--- config.mk ---
export PLATFORM = sky130hd
export DESIGN_NAME = ovl_pwm_top
export DESIGN_NICKNAME = d
export VERILOG_FILES = /design/src/rtl/ovl_pwm_pkg.sv /design/src/rtl/ovl_tri_counter.sv /design/src/rtl/ovl_arrangement.sv /design/src/rtl/ovl_cmp_bank.sv /design/src/rtl/ovl_pwm_top.sv
export SDC_FILE = /design/constraint.sdc
export NUM_CORES = 1
export LEC_CHECK = 0
export BUFFER_PORTS_ARGS = -buffer_cell sky130_fd_sc_hd__buf_2
export CAP_MARGIN = 20
export CORE_ASPECT_RATIO = 1.1
export CORE_MARGIN = 2
export CORE_UTILIZATION = 55
export DETAILED_ROUTE_END_ITERATION = 8
export HOLD_SLACK_MARGIN = 0.05
export PLACE_DENSITY = 0.76
export SYNTH_ARGS = -nofsm -noshare
export SYNTH_HDL_FRONTEND = slang
export SYNTH_SLANG_ARGS = --single-unit
export TNS_END_PERCENT = 100
--- constraint.sdc ---
create_clock -name clk -period 8 [get_ports clk]
set_input_delay 1.2 -clock clk [delete_from_list [all_inputs] [get_ports clk]]
set_output_delay 1.2 -clock clk [all_outputs]
set_load 0.01 [all_outputs]
--- src/rtl/ovl_pwm_pkg.sv ---
`timescale 1ns/1ps
package ovl_pwm_pkg;
  localparam int NCAR = 4;

  typedef enum logic [1:0] {
    ARR_INPHASE = 2'd0,
    ARR_GROUPS  = 2'd1,
    ARR_ALTERN  = 2'd2,
    ARR_SPARE   = 2'd3
  } arr_e;

  // true when carrier k is the mirrored ramp under arrangement a
  function automatic logic carrier_inverted(arr_e a, int k);
    case (a)
      ARR_GROUPS: return k >= NCAR / 2;
      ARR_ALTERN: return (k % 2) == 1;
      default:    return 1'b0;
    endcase
  endfunction
endpackage

--- src/rtl/ovl_tri_counter.sv ---
`timescale 1ns/1ps
module ovl_tri_counter #(
  parameter int CNT_W = 12
) (
  input  logic             clk,
  input  logic             rst,
  input  logic [CNT_W-1:0] half_i,
  output logic [CNT_W-1:0] cnt_o,
  output logic             turn_o,
  output logic             peak_o
);
  logic [CNT_W-1:0] cnt_q;
  logic             up_q;
  logic             peak_q;
  logic             turn;

  assign turn = up_q ? (cnt_q >= half_i) : (cnt_q == '0);

  always_ff @(posedge clk) begin
    if (rst) begin
      cnt_q  <= '0;
      up_q   <= 1'b1;
      peak_q <= 1'b0;
    end else begin
      peak_q <= turn;
      if (turn) begin
        up_q  <= ~up_q;
        cnt_q <= up_q ? cnt_q - 1'b1 : cnt_q + 1'b1;
      end else begin
        cnt_q <= up_q ? cnt_q + 1'b1 : cnt_q - 1'b1;
      end
    end
  end

  assign cnt_o  = cnt_q;
  assign turn_o = turn;
  assign peak_o = peak_q;

  // strobe never lasts two cycles for a legal half period
  assert_peak_single_R2: assert property (@(posedge clk) disable iff (rst)
    (peak_q && half_i >= 2 && $stable(half_i)) |=> !peak_q);

  // ramp stays inside [0, N] while N is held
  assert_count_bound_R2: assert property (@(posedge clk) disable iff (rst)
    (cnt_q <= half_i && $stable(half_i)) |=> (cnt_q <= half_i));
endmodule

--- src/rtl/ovl_arrangement.sv ---
`timescale 1ns/1ps
module ovl_arrangement
  import ovl_pwm_pkg::*;
(
  input  logic            clk,
  input  logic            rst,
  input  logic            turn_i,
  input  logic [1:0]      arr_req_i,
  output logic [NCAR-1:0] inv_o
);
  arr_e act_q;

  always_ff @(posedge clk) begin
    if (rst)         act_q <= ARR_INPHASE;
    else if (turn_i) act_q <= arr_e'(arr_req_i);
  end

  for (genvar k = 0; k < NCAR; k++) begin : g_inv
    assign inv_o[k] = carrier_inverted(act_q, k);
  end

  // mirror pattern only moves at a counter turn
  assert_arr_hold_R8: assert property (@(posedge clk) disable iff (rst)
    !turn_i |=> $stable(inv_o));
endmodule

--- src/rtl/ovl_cmp_bank.sv ---
`timescale 1ns/1ps
module ovl_cmp_bank
  import ovl_pwm_pkg::*;
#(
  parameter int CNT_W = 12,
  parameter int REF_W = 16
) (
  input  logic                    clk,
  input  logic                    rst,
  input  logic signed [REF_W-1:0] ref_i,
  input  logic [CNT_W-1:0]        half_i,
  input  logic [CNT_W-1:0]        cnt_i,
  input  logic [NCAR-1:0]         inv_i,
  output logic [NCAR-1:0]         cmp_o,
  output logic signed [2:0]       level_o
);
  localparam int CMP_W = ((REF_W + 2 > CNT_W + 4) ? REF_W + 2 : CNT_W + 4) + 2;

  logic signed [CMP_W-1:0] n_ext;
  logic signed [CMP_W-1:0] ref_ext;
  logic signed [CMP_W-1:0] lhs;
  logic [NCAR-1:0]         hit;
  logic [3:0]              ones;
  logic signed [2:0]       level_d;
  logic [NCAR-1:0]         cmp_q;
  logic signed [2:0]       lvl_q;

  assign n_ext   = signed'(CMP_W'(half_i));
  assign ref_ext = CMP_W'(ref_i);
  // reference lifted to the span centre (5N/4), everything scaled by 4
  assign lhs     = (ref_ext <<< 2) + (n_ext <<< 2) + n_ext;

  for (genvar k = 0; k < NCAR; k++) begin : g_car
    logic [CNT_W-1:0]        car_cnt;
    logic signed [CMP_W-1:0] rhs;
    assign car_cnt = inv_i[k] ? half_i - cnt_i : cnt_i;
    assign rhs     = n_ext * signed'(CMP_W'(2 * k)) + (signed'(CMP_W'(car_cnt)) <<< 2);
    assign hit[k]  = lhs >= rhs;
  end

  always_comb begin
    ones = '0;
    for (int k = 0; k < NCAR; k++) ones = ones + 4'(hit[k]);
    level_d = 3'(signed'(ones) - 4'sd2);
  end

  always_ff @(posedge clk) begin
    if (rst) begin
      cmp_q <= '0;
      lvl_q <= '0;
    end else begin
      cmp_q <= hit;
      lvl_q <= level_d;
    end
  end

  assign cmp_o   = cmp_q;
  assign level_o = lvl_q;

  // reference above every carrier top forces all bits set
  assert_overmod_high_R9: assert property (@(posedge clk) disable iff (rst)
    (lhs >= (n_ext <<< 3) + (n_ext <<< 1) && cnt_i <= half_i) |=> (cmp_o == '1));

  // reference below the span bottom clears all bits
  assert_overmod_low_R9: assert property (@(posedge clk) disable iff (rst)
    (lhs < 0) |=> (cmp_o == '0));
endmodule

--- src/rtl/ovl_pwm_top.sv ---
`timescale 1ns/1ps
module ovl_pwm_top
  import ovl_pwm_pkg::*;
#(
  parameter int CNT_W = 12,
  parameter int REF_W = 16
) (
  input  logic                    clk,
  input  logic                    rst,
  input  logic [CNT_W-1:0]        half_period_i,
  input  logic [1:0]              arrange_i,
  input  logic signed [REF_W-1:0] ref_i,
  output logic [NCAR-1:0]         cmp_o,
  output logic signed [2:0]       level_o,
  output logic                    peak_o
);
  logic [CNT_W-1:0] cnt;
  logic             turn;
  logic [NCAR-1:0]  inv;

  ovl_tri_counter #(.CNT_W(CNT_W)) u_ramp (
    .clk(clk), .rst(rst), .half_i(half_period_i),
    .cnt_o(cnt), .turn_o(turn), .peak_o(peak_o)
  );

  ovl_arrangement u_arr (
    .clk(clk), .rst(rst), .turn_i(turn), .arr_req_i(arrange_i), .inv_o(inv)
  );

  ovl_cmp_bank #(.CNT_W(CNT_W), .REF_W(REF_W)) u_cmp (
    .clk(clk), .rst(rst), .ref_i(ref_i), .half_i(half_period_i),
    .cnt_i(cnt), .inv_i(inv), .cmp_o(cmp_o), .level_o(level_o)
  );

  // a reset cycle leaves every output cleared
  assert_reset_clear_R1: assert property (@(posedge clk)
    rst |=> (cmp_o == '0 && level_o == 3'sd0 && !peak_o));

  // level tracks the registered bit count
  assert_level_count_R7: assert property (@(posedge clk) disable iff (rst)
    1'b1 |=> (32'(level_o) + 2 == $countones(cmp_o)));
endmodule

After elaboration in Yosys (flattened, before gate mapping)

Cells that the tools add are included.

Register bits after elaboration: 23
Input port bits: 32
Output and inout port bits: 8
Logic and storage cells: 39

Add/sub/neg operators: 12
Multipliers: 1
$lt $le $gt $ge: 5
Eq/ne operators: 2
Mux-type cells: 10
Bitwise gates (word level): 1
Reduce and logical (&&, ||, !) cells: 2

Operator list:

| kind                                                                  | count |
|---|---|
| 12-bit 2-to-1 mux                                                     | 6 |
| 20-bit >= comparator                                                  | 3 |
| 20-bit by 13-bit adder with 20-bit output                             | 1 |
| 20-bit by 15-bit adder with 20-bit output                             | 1 |
| 20-bit by 15-bit >= comparator with 1-bit output                      | 1 |
| 18-bit by 15-bit adder with 19-bit output                             | 1 |
| 13-bit by 14-bit adder with 15-bit output                             | 1 |
| 14-bit by 14-bit adder with 15-bit output                             | 1 |
| 12-bit by 2-bit multiplier with 14-bit output (second input constant) | 1 |
| 12-bit by 1-bit adder with 12-bit output (second input constant)      | 1 |
| 12-bit >= comparator                                                  | 1 |
| 12-bit logical NOT                                                    | 1 |
| 12-bit by 1-bit subtractor with 12-bit output (second input constant) | 1 |
| 12-bit subtractor                                                     | 1 |
| 1-bit 2-to-1 mux                                                      | 4 |
| 2-bit by 1-bit adder with 3-bit output                                | 1 |
| 3-bit by 1-bit adder with 3-bit output                                | 1 |
| 3-bit subtractor (second input constant)                              | 1 |
| 1-bit by 1-bit adder with 2-bit output                                | 1 |
| 2-bit by 1-bit == test with 1-bit output (second input constant)      | 1 |
| 2-bit == test (second input constant)                                 | 1 |
| 2-bit OR reduction                                                    | 1 |
| 1-bit inverter                                                        | 1 |

Depth between registers and ports, before layout

Depth after elaboration: 9
Depth in mapped cells: 31
Gate-level depth less buffers: 31

Hierarchy

Synthesis repeated with hierarchy kept, for this count alone.

Cells, all modules: 828
Area total of the unflattened synthesis: 6476.2 um^2

Modules (own cells, without submodules):

| module          | times used | cells each | area an instance (um^2) | sequential area each (um^2) |
|---|---|---|---|---|
| ovl_cmp_bank    | 1          | 664        | 5128.7                  | 140.1 |
| ovl_tri_counter | 1          | 151        | 1232.4                  | 280.3 |
| ovl_arrangement | 1          | 13         | 115.1                   | 40.0 |

Least setup slack after synthesis

OpenSTA, ideal clock, no wires.

Kind: in2reg
Start: in half_period_i[0]
End: reg u_cmp.lvl_q[1], in the netlist u_cmp.level_o[1]
Setup time: 0.067 ns
Arrival time: 6.805 ns
Data required time: 7.933 ns
Path slack: 1.128 ns
Stages on the path: 30
Path buffers: 0
Path through: inv_1 ha_1 inv_1 fa_1 a21o_1 a21oi_1 o21bai_1 a2111oi_0 nor2_1 a21o_1 a21oi_1 xnor2_1 mux2_2 ha_1 or3_1 o31ai_1 nor2_1 o21ai_0 ha_1 nand4b_1 nor2_1 nand3_1 or4b_1 and3_1 fa_1 inv_1 ha_1 inv_1 ha_1 nor2_1

Cells in the longest elaborated chain, start to end: 8
Elaborated cells between the ends (all ways): 18
Classes of those cells: add/sub: 10; mul: 1; order compare: 4; mux: 3

RTL lines:

| what                                                                                              | line               | text |
|---|---|---|
| from (decl)                                                                                       | ovl_pwm_top.sv:10  | `input logic [CNT_W-1:0] half_period_i,` |
| parallel branches: the longest is 6 deep, another holds 20-bit by 15-bit adder with 20-bit output | --                 |  |
| 3-bit by 1-bit adder with 3-bit output (*)                                                        | ovl_cmp_bank.sv:43 | `for (int k = 0; k < NCAR; k++) ones = ones + 4'(hit[k]);` |
| 3-bit subtractor (*)                                                                              | ovl_cmp_bank.sv:44 | `level_d = 3'(signed'(ones) - 4'sd2);` |
| to (signal assigned)                                                                              | ovl_cmp_bank.sv:53 | `lvl_q <= level_d;` |
| to (decl)                                                                                         | ovl_cmp_bank.sv:26 | `logic signed [2:0] lvl_q;` |

Mark *: on every way between the ends.
A chain may end at the register's enable or synchronous reset.

Worst setup path after layout

Ends and elaborated chain as after synthesis.

==> impl_metrics.py <==
metrics = {
    "drt": {
        "postRouteAntennaNets": 0,
        "finalWirelength_mm": 16.85,
        "vias": 6165,
        "wl_per_cell_um": 16.41,
        "drt-vias-per-instance": 6.003,
        "drc": 0,
        "drtIter0Drc": 279,
        "dr.pass1.iters": 5,
    },
    "logic_synthesis": {
        "yosysUniqueCellTypes": 68,
        "seq_area_frac_synth": 0.07063,
        "synth_top_flop_cell": "dfxtp_1",
        "syn_nets": 1020,
        "synth.most_common_cell": "ha_1",
        "synth_top_cell_area_share": 0.2687,
        "synthTopCellsByArea": "ha_1, dfxtp_1, xnor2_1",
        "yosys-top-cells-count": "ha_1, nor2_1, inv_1, nand2_1, o21ai_0",
        "synth_edf_count": 0,
        "ys_ff_latch": 23,
        "synthArstFlopShare": 0,
        "yosysTopAreaCell": "ha_1",
        "syn-cell-area_um2": 6519,
        "synthCells": 840,
        "synth_warnings": 0,
        "avgSynthCellArea_um2": 7.760,
    },
    "cells_and_area": {
        "design_area_um2": 6970,
        "fillers": 1118,
        "regArea_um2": 460.4,
        "instances_no_fill": 1027,
        "num_antenna_cells": 0,
        "drive_gt1_frac": 0.1015,
        "areaGrowthSynthToFinish_pct": 6.929,
        "multiInputGateArea_um2": 5778,
        "nets": 1058,
        "final_util": 0.6039,
    },
    "critical_path": {
        "critPathMaxStageDelay_ps": 580,
        "worstSetupEndpointType": "flip-flop",
        "crit_type": "input pin to flip-flop",
        "path_common_cell": "ha_1",
        "path_max_fanout": 4,
        "critical_path_required_ps": 8200,
        "cp.arrival_ps": 7490,
        "slowest_stage": "a2111oi_0",
        "start_kind": "input pin",
    },
    "placement": {
        "place_ws_ps": 450.8,
        "gp_congestion": 1.008,
        "io_buffers": 39,
        "dp.final_hpwl_mm": 14.38,
        "dp_cells": 1023,
        "dpl_cell_area_um2": 6892,
    },
    "power": {
        "clkPwrFrac": 0.045,
        "switchingPower_mw": 1.311,
        "internal-power_mw": 1.193,
        "power.share.sequential": 0.072,
        "leakagePower_nw": 3.233,
        "total_power_mw": 2.503,
        "swShare": 0.5235,
        "power.density_nw_per_um2": 359.1,
        "power_frac_comb": 0.883,
        "irDropWorstVdd_mv": 0.1745,
    },
    "sta": {
        "rsz0062_at_grt": "no",
        "fin_skew_ps": 2.191,
        "slew_headroom": 0.4677,
        "min_period_over_period": 0.9116,
        "setup_viol": 0,
        "final-hold-violation-count": 0,
        "setup_tns_ps": 0,
        "setup_slack_ps": 706.9,
        "fmax_mhz": 137.1,
        "drv_slew": 0,
        "min_period_ps": 7293,
        "worstMarginPinSlew_ps": 798.4,
        "whs_ps": 539.7,
    },
    "floorplan": {
        "dieArea_um2": 12740,
        "rows": 41,
        "start_util": 0.5648,
        "core_um2": 11540,
        "ios": 40,
        "die_w_um": 107.8,
        "die_height_um": 118.2,
    },
    "run_status": {
        "outcome": "finished clean",
    },
    "clocking": {
        "post_cts_buffers": 0,
        "cts_hold_buf": 0,
        "cts_tree": "built",
        "clock_latency_ps": 260,
        "cts_resized": 0,
        "clkSinkCount": 23,
        "root_buffer": "clkbuf_16",
        "cts.clk_slew.worst_paths_ps": 60,
        "max-clock-path-buffers": 2,
        "cts_buffers": 3,
        "htreeDepth": 1,
    },
    "global_routing": {
        "grt_pass1_wl_mm": 28.56,
        "use_met2": 0.4713,
        "use_met1": 0.3624,
        "met3_usage": 0.01158,
        "grt_pass1_vias": 6040,
        "grt_max_degree": 23,
        "antenna_found_initial": 0,
        "grt_remaining_overflow": 0,
        "busiest_layer": "met2",
        "grt_use_total": 0.2759,
    },
    "hold_path": {
        "hold_class": "flip-flop to flip-flop",
    },
    "job": {
        "max-cap-violations": 0,
    },
}
-- critical path: cells and delay by family --
family | cells | cell delay (ps)
AOI/OAI and AO/OA | 8 | 1970
muxes | 1 | 280
xor gates and xnor gates | 1 | 120
adders and majority gates | 7 | 1860
and+or+nand+nor | 9 | 1650
buffers and inverters | 5 | 400
-- layout make-up --
class	count	share of cell area
clock buffers	4	0.01131
well taps	150	0.02693
repair buffers	44	0.03339
flip-flops and latches	23	0.06606
inverters	62	0.03339
multi-input cells	744	0.8289
-- flip-flops by register name, summed over array words and instances, names as in the netlist --
register / flops
u_ramp.cnt_o: 12
u_cmp.cmp_o: 4
u_cmp.level_o: 3
u_arr.act_q: 2
u_ramp.peak_o: 1
u_ramp.up_q: 1
-- power groups by stage --
stage	combinational, mW	clock, mW	sequential (mW)
3_3_place_gp	2.17	0	0.182
4_1_cts	2.20	0.113	0.180
2_1_floorplan	1.70	0	0.176
3_5_place_dp	2.19	0	0.181
5_1_grt	2.51	0.118	0.186
6_report	2.21	0.112	0.181
-- worst paths after layout --
kind,cells past startpoint,endpoint,slack [ps],start
hold reg to reg,2,u_arr.act_q[0],540,u_arr.act_q[0]
hold / removal,2,u_arr.act_q[0],540,u_arr.act_q[0]
setup reg to reg,29,u_cmp.level_o[1],1350,u_ramp.cnt_o[0]
setup / recovery,31,u_cmp.level_o[1],710,half_period_i[0]
-- layer usage --
metal | wire length (um) | vias to the layer above | part of all wire
met5 | 0 | - | 0
met4 | 654 | 0 | 0.039
met1 | 7713 | 2860 | 0.46
met2 | 7975 | 130 | 0.47
li1 | - | 3141 | -
met3 | 504 | 34 | 0.030
-- kinds of logic (layout without fill, tap and decap cells) --
| group | after synthesis | in the layout | share of synthesized area |
|---|---|---|---|
| buffers and inverters | 73 | 110 | 0.04299 |
| adders and majority gates | 148 | 148 | 0.2933 |
| muxes | 28 | 28 | 0.04530 |
| AOI/OAI and AO/OA | 236 | 236 | 0.2455 |
| xor gates and xnor gates | 79 | 79 | 0.1061 |
| DFF | 23 | 23 | 0.07063 |
| and+or+nand+nor | 253 | 253 | 0.1962 |
-- layout by cell type, fill, tap and decap left out, types with 8 or more instances in the layout --
master,count
mux2_2,12
and3_1,8
nand3_1,22
dfxtp_1,23
o21ai_0,52
nor3_1,21
ha_1,140
fa_1,8
a211oi_1,9
a31oi_1,13
xnor2_1,51
a21o_1,29
nand2_1,55
nor2b_1,10
xor2_1,28
nand2b_1,13
buf_2,39
nand4_1,9
mux2i_1,16
inv_1,62
or2_2,10
a21oi_1,51
o21a_1,18
and2_1,9
nor2_1,68
Note: power is estimated with default switching activity, not from simulation.
